==> src/rtl/frm_evt_pkg.sv <==
package frm_evt_pkg;
   // number of latched event bits in the word
   localparam int NUM_EVT   = 6;
   // number of level alarms whose exit is latched
   localparam int NUM_ALARM = 2;
   // position of the real-time national bit
   localparam int NAT_POS   = 8;
   // highest bit position used in the word
   localparam int TOP_POS   = 11;

   typedef enum int {
      EV_FBIT = 0,
      EV_MBIT = 1,
      EV_EXZ  = 2,
      EV_SEF  = 3,
      EV_LOSX = 4,
      EV_LOFX = 5
   } evt_idx_e;

   // bit position in the host word for each latched event
   function automatic int evt_pos(input int idx);
      case (idx)
         EV_FBIT: return 2;
         EV_MBIT: return 3;
         EV_EXZ:  return 4;
         EV_SEF:  return 5;
         EV_LOSX: return 10;
         default: return 11;
      endcase
   endfunction
endpackage

==> src/rtl/frm_alarm_exit.sv <==
module frm_alarm_exit #(
   parameter int N = 2
) (
   input  logic         clk,
   input  logic         rst_n,
   input  logic [N-1:0] alarm_i,
   output logic [N-1:0] exit_o
);
   if (N < 1) begin : g_bad_n
      $error("frm_alarm_exit: N must be at least 1");
   end

   logic [N-1:0] prev_q;

   for (genvar k = 0; k < N; k++) begin : g_alarm
      always_ff @(posedge clk) begin
         if (!rst_n) prev_q[k] <= 1'b0;
         else        prev_q[k] <= alarm_i[k];
      end
      assign exit_o[k] = prev_q[k] & ~alarm_i[k];
   end
endmodule

==> src/rtl/frm_sticky_bank.sv <==
module frm_sticky_bank #(
   parameter int N = 6
) (
   input  logic         clk,
   input  logic         rst_n,
   input  logic [N-1:0] set_i,
   input  logic [N-1:0] en_i,
   input  logic         clr_i,
   output logic [N-1:0] q_o
);
   if (N < 1) begin : g_bad_n
      $error("frm_sticky_bank: N must be at least 1");
   end

   for (genvar k = 0; k < N; k++) begin : g_bit
      always_ff @(posedge clk) begin
         if (!rst_n)       q_o[k] <= 1'b0;
         else if (!en_i[k]) q_o[k] <= 1'b0;
         else if (set_i[k]) q_o[k] <= 1'b1;
         else if (clr_i)    q_o[k] <= 1'b0;
      end


      set_wins_chk: assert property (@(posedge clk) disable iff (!rst_n)
         (set_i[k] && en_i[k]) |=> q_o[k]);

      read_clears_chk: assert property (@(posedge clk) disable iff (!rst_n)
         (clr_i && !set_i[k]) |=> !q_o[k]);
   end
endmodule

==> src/rtl/frm_nat_bit.sv <==
module frm_nat_bit (
   input  logic clk,
   input  logic rst_n,
   input  logic mode_e3_i,
   input  logic frame_start_i,
   input  logic nat_bit_i,
   output logic nat_o
);
   always_ff @(posedge clk) begin
      if (!rst_n)             nat_o <= 1'b0;
      else if (!mode_e3_i)    nat_o <= 1'b0;
      else if (frame_start_i) nat_o <= nat_bit_i;
   end


   nat_hold_chk: assert property (@(posedge clk) disable iff (!rst_n)
      (mode_e3_i && !frame_start_i) |=> $stable(nat_o));

   nat_t3_zero_chk: assert property (@(posedge clk) disable iff (!rst_n)
      !mode_e3_i |=> !nat_o);
endmodule

==> src/rtl/frm_evt_status.sv <==
module frm_evt_status
   import frm_evt_pkg::*;
#(
   parameter int DATA_W = 16
) (
   input  logic              clk,
   input  logic              rst_n,
   input  logic              mode_e3_i,
   input  logic              fbit_err_i,
   input  logic              mbit_err_i,
   input  logic              exz_i,
   input  logic              sef_i,
   input  logic              los_i,
   input  logic              lof_i,
   input  logic              nat_bit_i,
   input  logic              frame_start_i,
   input  logic              rd_stb_i,
   output logic [DATA_W-1:0] rd_data_o
);
   if (DATA_W <= TOP_POS) begin : g_bad_w
      $error("frm_evt_status: DATA_W too small for the status layout");
   end

   logic [NUM_ALARM-1:0] alarm_lvl;
   logic [NUM_ALARM-1:0] alarm_exit;
   logic [NUM_EVT-1:0]   evt_set;
   logic [NUM_EVT-1:0]   evt_en;
   logic [NUM_EVT-1:0]   evt_q;
   logic                 nat_q;
   logic [DATA_W-1:0]    word;

   assign alarm_lvl = {lof_i, los_i};

   frm_alarm_exit #(.N(NUM_ALARM)) u_exit (
      .clk     (clk),
      .rst_n   (rst_n),
      .alarm_i (alarm_lvl),
      .exit_o  (alarm_exit)
   );

   always_comb begin
      evt_set          = '0;
      evt_set[EV_FBIT] = fbit_err_i;
      evt_set[EV_MBIT] = mbit_err_i;
      evt_set[EV_EXZ]  = exz_i;
      evt_set[EV_SEF]  = sef_i;
      evt_set[EV_LOSX] = alarm_exit[0];
      evt_set[EV_LOFX] = alarm_exit[1];
      evt_en           = '1;
      evt_en[EV_MBIT]  = ~mode_e3_i;
   end

   frm_sticky_bank #(.N(NUM_EVT)) u_sticky (
      .clk   (clk),
      .rst_n (rst_n),
      .set_i (evt_set),
      .en_i  (evt_en),
      .clr_i (rd_stb_i),
      .q_o   (evt_q)
   );

   frm_nat_bit u_nat (
      .clk           (clk),
      .rst_n         (rst_n),
      .mode_e3_i     (mode_e3_i),
      .frame_start_i (frame_start_i),
      .nat_bit_i     (nat_bit_i),
      .nat_o         (nat_q)
   );

   always_comb begin
      word = '0;
      for (int k = 0; k < NUM_EVT; k++) begin
         word[evt_pos(k)] = evt_q[k];
      end
      word[NAT_POS] = nat_q;
   end

   always_ff @(posedge clk) begin
      if (!rst_n)        rd_data_o <= '0;
      else if (rd_stb_i) rd_data_o <= word;
   end


   reset_clear_chk: assert property (@(posedge clk)
      !rst_n |=> (rd_data_o == '0));

   rd_hold_chk: assert property (@(posedge clk) disable iff (!rst_n)
      !rd_stb_i |=> $stable(rd_data_o));

   los_exit_latch_chk: assert property (@(posedge clk) disable iff (!rst_n)
      alarm_exit[0] |=> evt_q[EV_LOSX]);

   lof_exit_latch_chk: assert property (@(posedge clk) disable iff (!rst_n)
      alarm_exit[1] |=> evt_q[EV_LOFX]);

   mbit_e3_zero_chk: assert property (@(posedge clk) disable iff (!rst_n)
      (mode_e3_i && $past(mode_e3_i) && rd_stb_i) |=> !rd_data_o[evt_pos(EV_MBIT)]);
endmodule

==> config.mk <==
export PLATFORM = sky130hd
export DESIGN_NAME = frm_evt_status
export DESIGN_NICKNAME = d
export VERILOG_FILES = /design/src/rtl/frm_evt_pkg.sv /design/src/rtl/frm_alarm_exit.sv /design/src/rtl/frm_sticky_bank.sv /design/src/rtl/frm_nat_bit.sv /design/src/rtl/frm_evt_status.sv
export SDC_FILE = /design/constraint.sdc
export NUM_CORES = 1
export LEC_CHECK = 0
export CORE_UTILIZATION = 43
export DETAILED_ROUTE_END_ITERATION = 10
export PLACE_DENSITY = 0.81
export REMOVE_ABC_BUFFERS = 1
export SLEW_MARGIN = 20
export SYNTH_ARGS = -nofsm -noshare
export SYNTH_HDL_FRONTEND = slang
export SYNTH_SLANG_ARGS = --single-unit
==> constraint.sdc <==
create_clock -name clk -period 2 [get_ports clk]
set_input_delay 0.2 -clock clk [delete_from_list [all_inputs] [get_ports clk]]
set_output_delay 0.2 -clock clk [all_outputs]
set_load 0.05 [all_outputs]
## Yosys cells after proc, flatten, opt, wreduce, memory -nomap -nowiden

Cells that the tools add are included.

- Flip-flop bits (word level): 16
- Input bits: 12

- Muxes and demuxes: 7
- Bitwise logic cells: 5
- Reduce and logical (&&, ||, !) cells: 8

Operators by type and width:

| kind | number |
|---|---|
| 2-bit nonzero test | 6 |
| 1-bit 2-to-1 mux | 7 |
| 1-bit NOT | 3 |
| 1-bit bitwise AND | 2 |
| 2-bit AND reduction | 1 |
| 2-bit OR reduction | 1 |

## Depth between registers and ports, before layout

Gate-level depths: netlist of run 1.

- Word-level depth: 3
- Mapped depth: 3
- Mapped depth without buffers: 2

## Cells and area by module

From an unflattened synthesis of run 1, not the netlist that was laid out.

- Cell total of the unflattened synthesis: 62
- Area, all modules: 668.1 um2

By module, submodules not included:

| module | cells each | area each (um2) | times used |
|---|---|---|---|
| frm_evt_status | 34 | 344.1 | 1 |
| frm_sticky_bank | 18 | 217.7 | 1 |
| frm_alarm_exit | 6 | 68.8 | 1 |
| frm_nat_bit | 4 | 37.5 | 1 |

## Worst setup path after synthesis of run 1

Ideal clock, no wire load.

- Path type: register to register
- Start point: register, netlist name rd_data_o[10]
- End point: register rd_data_o[10]
- Data required time: 1.934 ns
- Stages on the path, launching flop included: 3
- Path slack: 1.097 ns
- Buffers on the path: 0
- Arrival: 0.838 ns
- Path through: dfxtp_1 mux2i_1 nor2b_1

RTL lines:

| element | line | RTL |
|---|---|---|
| end signal, assigned | frm_evt_status.sv:81 | `else if (rd_stb_i) rd_data_o <= word;` |
| end, declared | frm_evt_status.sv:18 | `output logic [DATA_W-1:0] rd_data_o` |

## Final worst setup path of run 1

- Start point: register rd_data_o[3]
- End point: output port rd_data_o[3]

No word-level cell between the ends.

==> flow_summary_export.csv, run 1 <==
group,metric,value,unit
global_route,antenna_found_initial,0,
place,placed_cell_area,813,sq um
routing,drtPass1Iterations,2,
worst_setup_path,criticalPathCategory,"register to primary output",
worst_setup_path,cpMaxStageDelayCell,"clkdlybuf4s50_1",
place,routabilityCongestion,0.658,
place,pre_cts_ws,0.567,ns
yosys,synthDistinctLibCells,16,
pwr,p_int,0.447,mW
finish,layout.nets,95,
yosys,yosys_warnings,0,
cts,htree_levels,1,
pwr,peakVddDrop,0.000634,V
timing,tightest_slew,0.504,ns
run,cap_violations,0,
finish,stdcell_area,836,sq um
timing,setup_tns,0,ns
finish,area_growth,26.5,%
hold_path,hold_class,"register to register",
timing,period_share,81.3,%
worst_setup_path,critical_path_peak_fanout,2,
cts,cts_tree,"built",
timing,max_slew_margin,66.3,%
yosys,yosys.area.top_type_share,48.5,%
cts,cts_buffers,3,
cts,post_cts_buffers,0,
routing,vias_per_cell,4.48,
pwr,switching_share,26.7,%
cts,root_buffer,"clkbuf_4",
finish,final_layout_size_suffix_gt1_share,8.64,%
yosys,netlist_area,661,sq um
global_route,grt_pass1_wl,1.30,mm
status,status,"completed",
pwr,total_power,0.610,mW
global_route,first_global_vias,313,
pwr,power.switching,0.163,mW
worst_setup_path,critPathBufInv,1,
routing,final_antenna_net_count,0,
timing,grt_setup_unrepaired,"false",
pwr,leakagePower,0.364,nW
routing,vias,430,
yosys,synthTopCellsByArea,"dfxtp_1 (48%), mux2i_1 (12%), buf_4 (10%)",
worst_setup_path,cp-end-kind,"primary output",
routing,route.detailed.drc,0,
timing,worst_slack,0.373,ns
finish,n_antenna_cell,0,
pwr,pwr-share-comb,19.3,%
global_route,grt_overflow,0,
global_route,grt_max_degree,17,
yosys,netlist_instances,62,
worst_setup_path,critPathMaxStageDelay,0.81,ns
timing,holdWs,0.450,ns
routing,wire_per_inst,9.70,um
floorplanning,initial_core_util,48.4,%
cts,clkTransAtPathRegs,0.08,ns
timing,fin_skew,0.00118,ns
floorplanning,core_area,1370,sq um
routing,postRouteWirelength,931,um
pwr,power_frac_clock,25.4,%
timing,setup_violations,0,
pwr,power_density,730,nW/um^2
floorplanning,die_area,1700,sq um
yosys,yosys.area.top_type,"dfxtp_1",
floorplanning,die_x,41.2,um
timing,finalHoldViolations,0,
cts,cts_sinks,16,
pwr,pwr-share-seq,55.3,%
floorplanning,rows,13,
finish,fillers,134,
worst_setup_path,crit_path_cell_trace,"clkdlybuf4s50_1",
place,placedCellCount,93,
routing,drt_iter0_drc,1,
cts,post_cts_resized,0,
floorplanning,ios,28,
timing,min_period,1.63,ns
yosys,synth-seq-cells,16,
yosys,avgSynthCellArea,10.7,sq um
timing,drv_slew,0,
cts,clkLatencyLatePin,0.27,ns
floorplanning,dieHeight,41.2,um
place,portBuffers,18,
worst_setup_path,startpoint_type,"register",
finish,fin_cells,96,
yosys,yosysSeqAreaShare,48.5,%
worst_setup_path,critPathRequiredTime,1.80,ns
cts,postCtsHoldBufs,0,
place,dp_hpwl,691,um
global_route,grtUsageTotal,12.7,%
finish,final_core_util,61.2,%
worst_setup_path,arrival,1.43,ns
timing,timing.fmax,615,MHz
cts,cts_max_path_buffers,2,
worst_setup_path,crit_family,"buffers and inverters",
[Yosys cell counts]
| cell | count |
|---|---|
| inv_1 | 1 |
| buf_2 | 1 |
| dfxtp_1 | 16 |
| nand2b_1 | 4 |
| nand2_1 | 1 |
| nor2b_1 | 8 |
| buf_4 | 9 |
| and2b_2 | 3 |
| o21a_1 | 3 |
| mux2i_1 | 8 |
| conb_1 | 1 |
| a21boi_1 | 2 |
| and2_1 | 2 |
| buf_6 | 1 |
| nor2_1 | 1 |
| o211a_1 | 1 |
[power by group through the flow]
| stage | clock network (mW) | logic (mW) | registers (mW) |
|---|---|---|---|
| 2_1_floorplan | 0 | 0.0605 | 0.360 |
| 3_3_place_gp | 0 | 0.117 | 0.345 |
| 3_5_place_dp | 0 | 0.118 | 0.345 |
| 4_1_cts | 0.164 | 0.118 | 0.338 |
| 5_1_grt | 0.179 | 0.126 | 0.339 |
| 6_report | 0.155 | 0.118 | 0.338 |
[sequential cells by signal, summed over array words and instances (netlist names)]
name and cells:
u_sticky.q_o 6, u_exit.prev_q 2, rd_data_o 7, u_nat.nat_o 1
[layout by cell type, fill, tap and decap left out, types with 3 or more instances in the layout]
master | synthesis | layout
and2b_2 | 3 | 3
clkbuf_4 | 0 | 3
clkdlybuf4s50_1 | 0 | 18
conb_1 | 1 | 9
dfxtp_1 | 16 | 16
mux2i_1 | 8 | 8
nand2b_1 | 4 | 4
nor2b_1 | 8 | 8
o21a_1 | 3 | 3
[logic make-up after synthesis]
kind of cell,synth area share (%)
AOI/OAI and AO/OA,7.20
other,0.568
DFF,48.5
muxes,12.1
and+or+nand+nor,18.4
buffers and inverters,13.3
[metal layers]
metal | wire length (um) | track usage, % | vias up
met2 | 426 | 17.2 | 23
met3 | 79 | 9.78 | 0
met4 | 0 | 4.84 | 0
met5 | 0 | 0 | -
met1 | 426 | 14.8 | 185
li1 | - | - | 222
[worst paths after layout]
kind,slack [ns],to,from,depth (start not counted)
setup / recovery,0.37,rd_data_o[3],rd_data_o[3],1
hold / removal,0.45,u_sticky.q_o[4],u_exit.prev_q[0],2
setup reg to reg,1.21,u_sticky.q_o[1],u_sticky.q_o[1],2
hold reg to reg,0.45,u_sticky.q_o[4],u_exit.prev_q[0],2
[area by class of cell]
class | count | area (sq um) | area share [%]
inverters | 1 | 3.75 | 0.449
repair buffers | 19 | 188 | 22.5
multi-input cells | 42 | 283 | 33.8
clock buffers | 3 | 22.5 | 2.69
well taps | 15 | 18.8 | 2.25
flip-flops and latches | 16 | 320 | 38.3
[worst register-to-register path, stage by stage, from the launching register on]
cell and delay (ns):
dfxtp_1 0.31, and2b_2 0.18, o211a_1 0.19
Note: power is estimated with default switching activity, not from simulation.
==> run 2: changes to the inputs <==
Settings changed: CORE_UTILIZATION 43 to 36, PLACE_DENSITY 0.81 to 0.72.
Clock period 2 ns to 1.4 ns, I/O delays scaled along.
==> flow_summary_export.csv, run 2 (synthesis results as in run 1) <==
group,metric,value,unit
floorplanning,die_area,2010,sq um
timing,holdWs,0.411,ns
cts,clkLatencyLatePin,0.28,ns
worst_setup_path,r2r-end,"u_sticky.q_o[1]",
global_route,grt_overflow,0,
routing,drtPass1Iterations,4,
floorplanning,dieHeight,44.8,um
floorplanning,initial_core_util,38.3,%
hold_path,hold_class,"input port to register",
cts,cts_sinks,16,
place,pre_cts_ws,0.104,ns
cts,postCtsHoldBufs,0,
routing,wire_per_inst,9.36,um
cts,cts_buffers,3,
finish,final_cell_mix,"dfxtp_1 (16), clkdlybuf4s50_1 (11), conb_1 (9), buf_4 (9)",
pwr,total_power,0.885,mW
finish,largest-register,"rd_data_o",
routing,vias,427,
cts,post_cts_buffers,0,
cts,cts_max_path_buffers,2,
worst_setup_path,critical_path_peak_fanout,7,
timing,worst_slack,0.402,ns
pwr,peakVddDrop,0.000779,V
finish,area_growth,26.9,%
cts,root_buffer,"clkbuf_4",
finish,layout.nets,96,
worst_setup_path,worst_r2r_path_depth,2,
routing,postRouteWirelength,1.00,mm
routing,final_antenna_net_count,0,
finish,fin_cells,107,
global_route,grtUsageTotal,10.7,%
worst_setup_path,critPathRequiredTime,1.58,ns
worst_setup_path,cp-end-kind,"register",
timing,finalHoldViolations,0,
cts,cts_tree,"built",
routing,route.detailed.drc,0,
cts,clkTransAtPathRegs,0.09,ns
finish,n_antenna_cell,0,
worst_setup_path,regToRegStartpoint,"u_sticky.q_o[1]",
global_route,antenna_found_initial,0,
timing,period_share,71.3,%
global_route,first_global_vias,347,
finish,final_layout_size_suffix_gt1_share,18.3,%
cts,htree_levels,1,
status,status,"completed",
timing,grt_setup_unrepaired,"false",
global_route,grt_pass1_wl,1.46,mm
floorplanning,die_x,44.8,um
finish,fillers,180,
pwr,power_density,1060,nW/um^2
pwr,leakagePower,0.382,nW
floorplanning,rows,15,
worst_setup_path,endpoint,"rd_data_o[11]",
routing,drt_iter0_drc,3,
place,placedCellCount,104,
place,portBuffers,18,
timing,timing.fmax,1000,MHz
finish,top_regs,"rd_data_o (7), u_sticky.q_o (6), u_exit.prev_q (2)",
run,cap_violations,0,
worst_setup_path,reg2reg_setup_slack,0.61,ns
place,routabilityCongestion,0.654,
cts,post_cts_resized,0,
timing,setup_violations,0,
worst_setup_path,startpoint,"rd_stb_i",
worst_setup_path,arrival,1.18,ns
timing,fin_skew,0.00482,ns
floorplanning,ios,28,
global_route,grt_max_degree,17,
routing,vias_per_cell,3.99,
finish,mostFrequentLayoutCell,"dfxtp_1",
timing,drv_slew,0,
timing,setup_tns,0,ns
finish,largest_reg_flops,7,
floorplanning,core_area,1730,sq um
worst_setup_path,criticalPathCategory,"input port to register",
timing,min_period,0.998,ns
worst_setup_path,startpoint_type,"input port",
==> run 2: report_power, final <==
part	switching [mW]	internal [mW]
logic	0.104	0.0646
registers	0.00817	0.474
clock network	0.134	0.0998
==> run 2: final cells by class <==
class                   count  area [sq um]  area share (%)
well taps                  25          31.3            3.73
inverters                   1          3.75           0.448
multi-input cells          42           283            33.7
clock buffers               3          22.5            2.69
repair buffers             20           178            21.2
flip-flops and latches     16           320            38.2
==> run 2: how the worst min path moves through the flow <==
| stage | from | endpoint | slack, ns | depth (start not counted) |
|---|---|---|---|---|
| floorplan | rst_n | u_sticky.q_o[0] | 0.26 | 1 |
| global route | sef_i | u_sticky.q_o[3] | 0.44 | 2 |
| detailed placement | u_exit.prev_q[0] | u_sticky.q_o[4] | 0.45 | 2 |
| finish | mode_e3_i | u_nat.nat_o | 0.41 | 3 |
| global placement | u_exit.prev_q[0] | u_sticky.q_o[4] | 0.44 | 2 |
| CTS | mode_e3_i | u_nat.nat_o | 0.41 | 3 |
==> run 2: critical path, cell delays in order <==
cell             delay [ns]
clkdlybuf4s50_1        0.58
buf_4                  0.21
mux2i_1                0.19
nor2b_1                0.06
==> run 2: metal layers <==
layer / wire [um] / up-vias / track usage, %
li1: - / 221 / -
met1: 434 / 186 / 10.7
met2: 467 / 18 / 16.8
met3: 87 / 2 / 7.60
met4: 12 / 0 / 5.45
met5: 0 / - / 0
==> run 2: per-stage QoR <==
step                instance area, sq um  utilization, %
detailed placement                   816            47.2
CTS                                  838            48.6
global placement                     816            47.2
global route                         838            48.6
finish                               838            48.6
floorplan                            607               -
==> run 3: changes to the inputs <==
Clock period 1.4 ns to 0.85 ns, I/O delays scaled along.
==> flow_summary_export.csv, run 3 (synthesis results as in run 1) <==
group,metric,value,unit
status,status,"finished, violations left",
status,violations,"setup timing",
finish,multi_input_comb_area,283,sq um
worst_setup_path,arrival,0.78,ns
worst_setup_path,critPathBufInv,1,
place,placedCellCount,106,
cts,cts_tree,"built",
run,cap_violations,0,
finish,final_layout_size_suffix_gt1_share,28.6,%
global_route,use_met2,19.4,%
timing,worst_slack,-0.0191,ns
cts,clkTransAtPathRegs,0.08,ns
timing,holdWs,0.358,ns
timing,drv_slew,0,
floorplanning,ios,28,
hold_path,hp-start,"mode_e3_i",
finish,mostFrequentLayoutCell,"clkdlybuf4s50_1",
timing,min_period,0.869,ns
floorplanning,initial_core_util,38.3,%
floorplanning,core_area,1730,sq um
worst_setup_path,critPathMaxStageDelay,0.36,ns
routing,postRouteWirelength,1.06,mm
worst_setup_path,cpMaxStageDelayCell,"dfxtp_2",
global_route,grt_pass1_wl,1.66,mm
timing,fin_skew,0.00385,ns
finish,largest-register,"rd_data_o",
cts,postCtsHoldBufs,0,
worst_setup_path,reg2reg_setup_slack,0.05,ns
timing,timing.fmax,1150,MHz
finish,area_growth,43.9,%
global_route,first_global_vias,399,
cts,clkLatencyLatePin,0.28,ns
finish,top_regs,"rd_data_o (7), u_sticky.q_o (6), u_exit.prev_q (2)",
timing,period_share,102,%
global_route,antenna_found_initial,0,
routing,route.detailed.drc,0,
floorplanning,dieHeight,44.8,um
timing,grt_setup_unrepaired,"true",
floorplanning,die_x,44.8,um
routing,wire_per_inst,9.72,um
finish,layout.nets,98,
routing,drt_iter0_drc,4,
routing,drtPass1Iterations,4,
pwr,pwr-share-seq,53.9,%
worst_setup_path,critical_path_peak_fanout,2,
pwr,switching_share,27.2,%
worst_setup_path,startpoint_type,"register",
worst_setup_path,crit_path_cell_trace,"buf_12",
worst_setup_path,criticalPathCategory,"register to primary output",
routing,vias,445,
worst_setup_path,startpoint,"rd_data_o[10]",
global_route,met1_usage,12.7,%
finish,fin_cells,109,
place,portBuffers,18,
worst_setup_path,critPathRequiredTime,0.76,ns
finish,n_antenna_cell,0,
global_route,grtUsageTotal,12.6,%
cts,cts_sinks,16,
routing,vias_per_cell,4.08,
pwr,power_frac_clock,25.3,%
finish,register_area,332,sq um
place,dp_hpwl,818,um
global_route,grtUsageMet3,7.20,%
cts,cts_max_path_buffers,2,
pwr,leakagePower,0.417,nW
pwr,power.switching,0.404,mW
place,routabilityCongestion,0.695,
floorplanning,die_area,2010,sq um
global_route,grt_max_degree,17,
timing,setup_tns,-0.0853,ns
finish,largest_reg_flops,7,
pwr,total_power,1.49,mW
cts,htree_levels,1,
pwr,p_int,1.08,mW
finish,final_cell_mix,"clkdlybuf4s50_1 (10), conb_1 (9), dfxtp_1 (9)",
timing,finalHoldViolations,0,
pwr,pwr-share-comb,20.7,%
worst_setup_path,regToRegStartpoint,"u_sticky.q_o[1]",
finish,fillers,155,
finish,final_core_util,55.1,%
pwr,peakVddDrop,0.00106,V
cts,root_buffer,"clkbuf_4",
pwr,power_density,1560,nW/um^2
global_route,grt_overflow,0,
routing,final_antenna_net_count,0,
worst_setup_path,cp-end-kind,"primary output",
worst_setup_path,crit_family,"flip-flops",
hold_path,hold_class,"input port to register",
global_route,busiest_layer,"met2",
timing,setup_violations,7,
floorplanning,rows,15,
cts,cts_buffers,3,
## run 3: metal layers
| metal | vias to the layer above | wire length, um | share of wire [%] |
|---|---|---|---|
| met5 | - | 0 | 0 |
| met1 | 196 | 410 | 39 |
| met4 | 0 | 36 | 3.4 |
| met3 | 4 | 69 | 6.5 |
| met2 | 18 | 544 | 51 |
| li1 | 227 | - | - |
## run 3: power by group through the flow
stage	logic, mW	registers, mW	clock network (mW)
2_1_floorplan	0.142	0.847	0
3_3_place_gp	0.308	0.818	0
3_5_place_dp	0.310	0.820	0
4_1_cts	0.310	0.804	0.397
5_1_grt	0.325	0.806	0.442
6_report	0.308	0.801	0.377
## run 3: area by class of cell
type | count | area share (%)
inverters | 1 | 0.395
repair buffers | 22 | 29.3
well taps | 25 | 3.29
flip-flops and latches | 16 | 34.9
clock buffers | 3 | 2.37
multi-input cells | 42 | 29.7
## run 3: what timing repair did
action                                  CTS  global route
endpoints found under the setup margin   18             7
gates resized for setup                   8             1
hold endpoints to repair                  0             0
buffers inserted                          0             0
## run 3: through the flow
step           setup WS, ns  cell area [sq um]
2_1_floorplan       -0.0534                607
3_3_place_gp         -0.351                918
3_5_place_dp         -0.369                918
4_1_cts             -0.0334                948
5_1_grt             -0.0618                951
6_report            -0.0191                951
## run 3: worst paths after layout
kind                endpoint  cells past startpoint
max            rd_data_o[10]                      1
min              u_nat.nat_o                      3
max reg2reg  u_sticky.q_o[1]                      2
min reg2reg  u_sticky.q_o[5]                      2
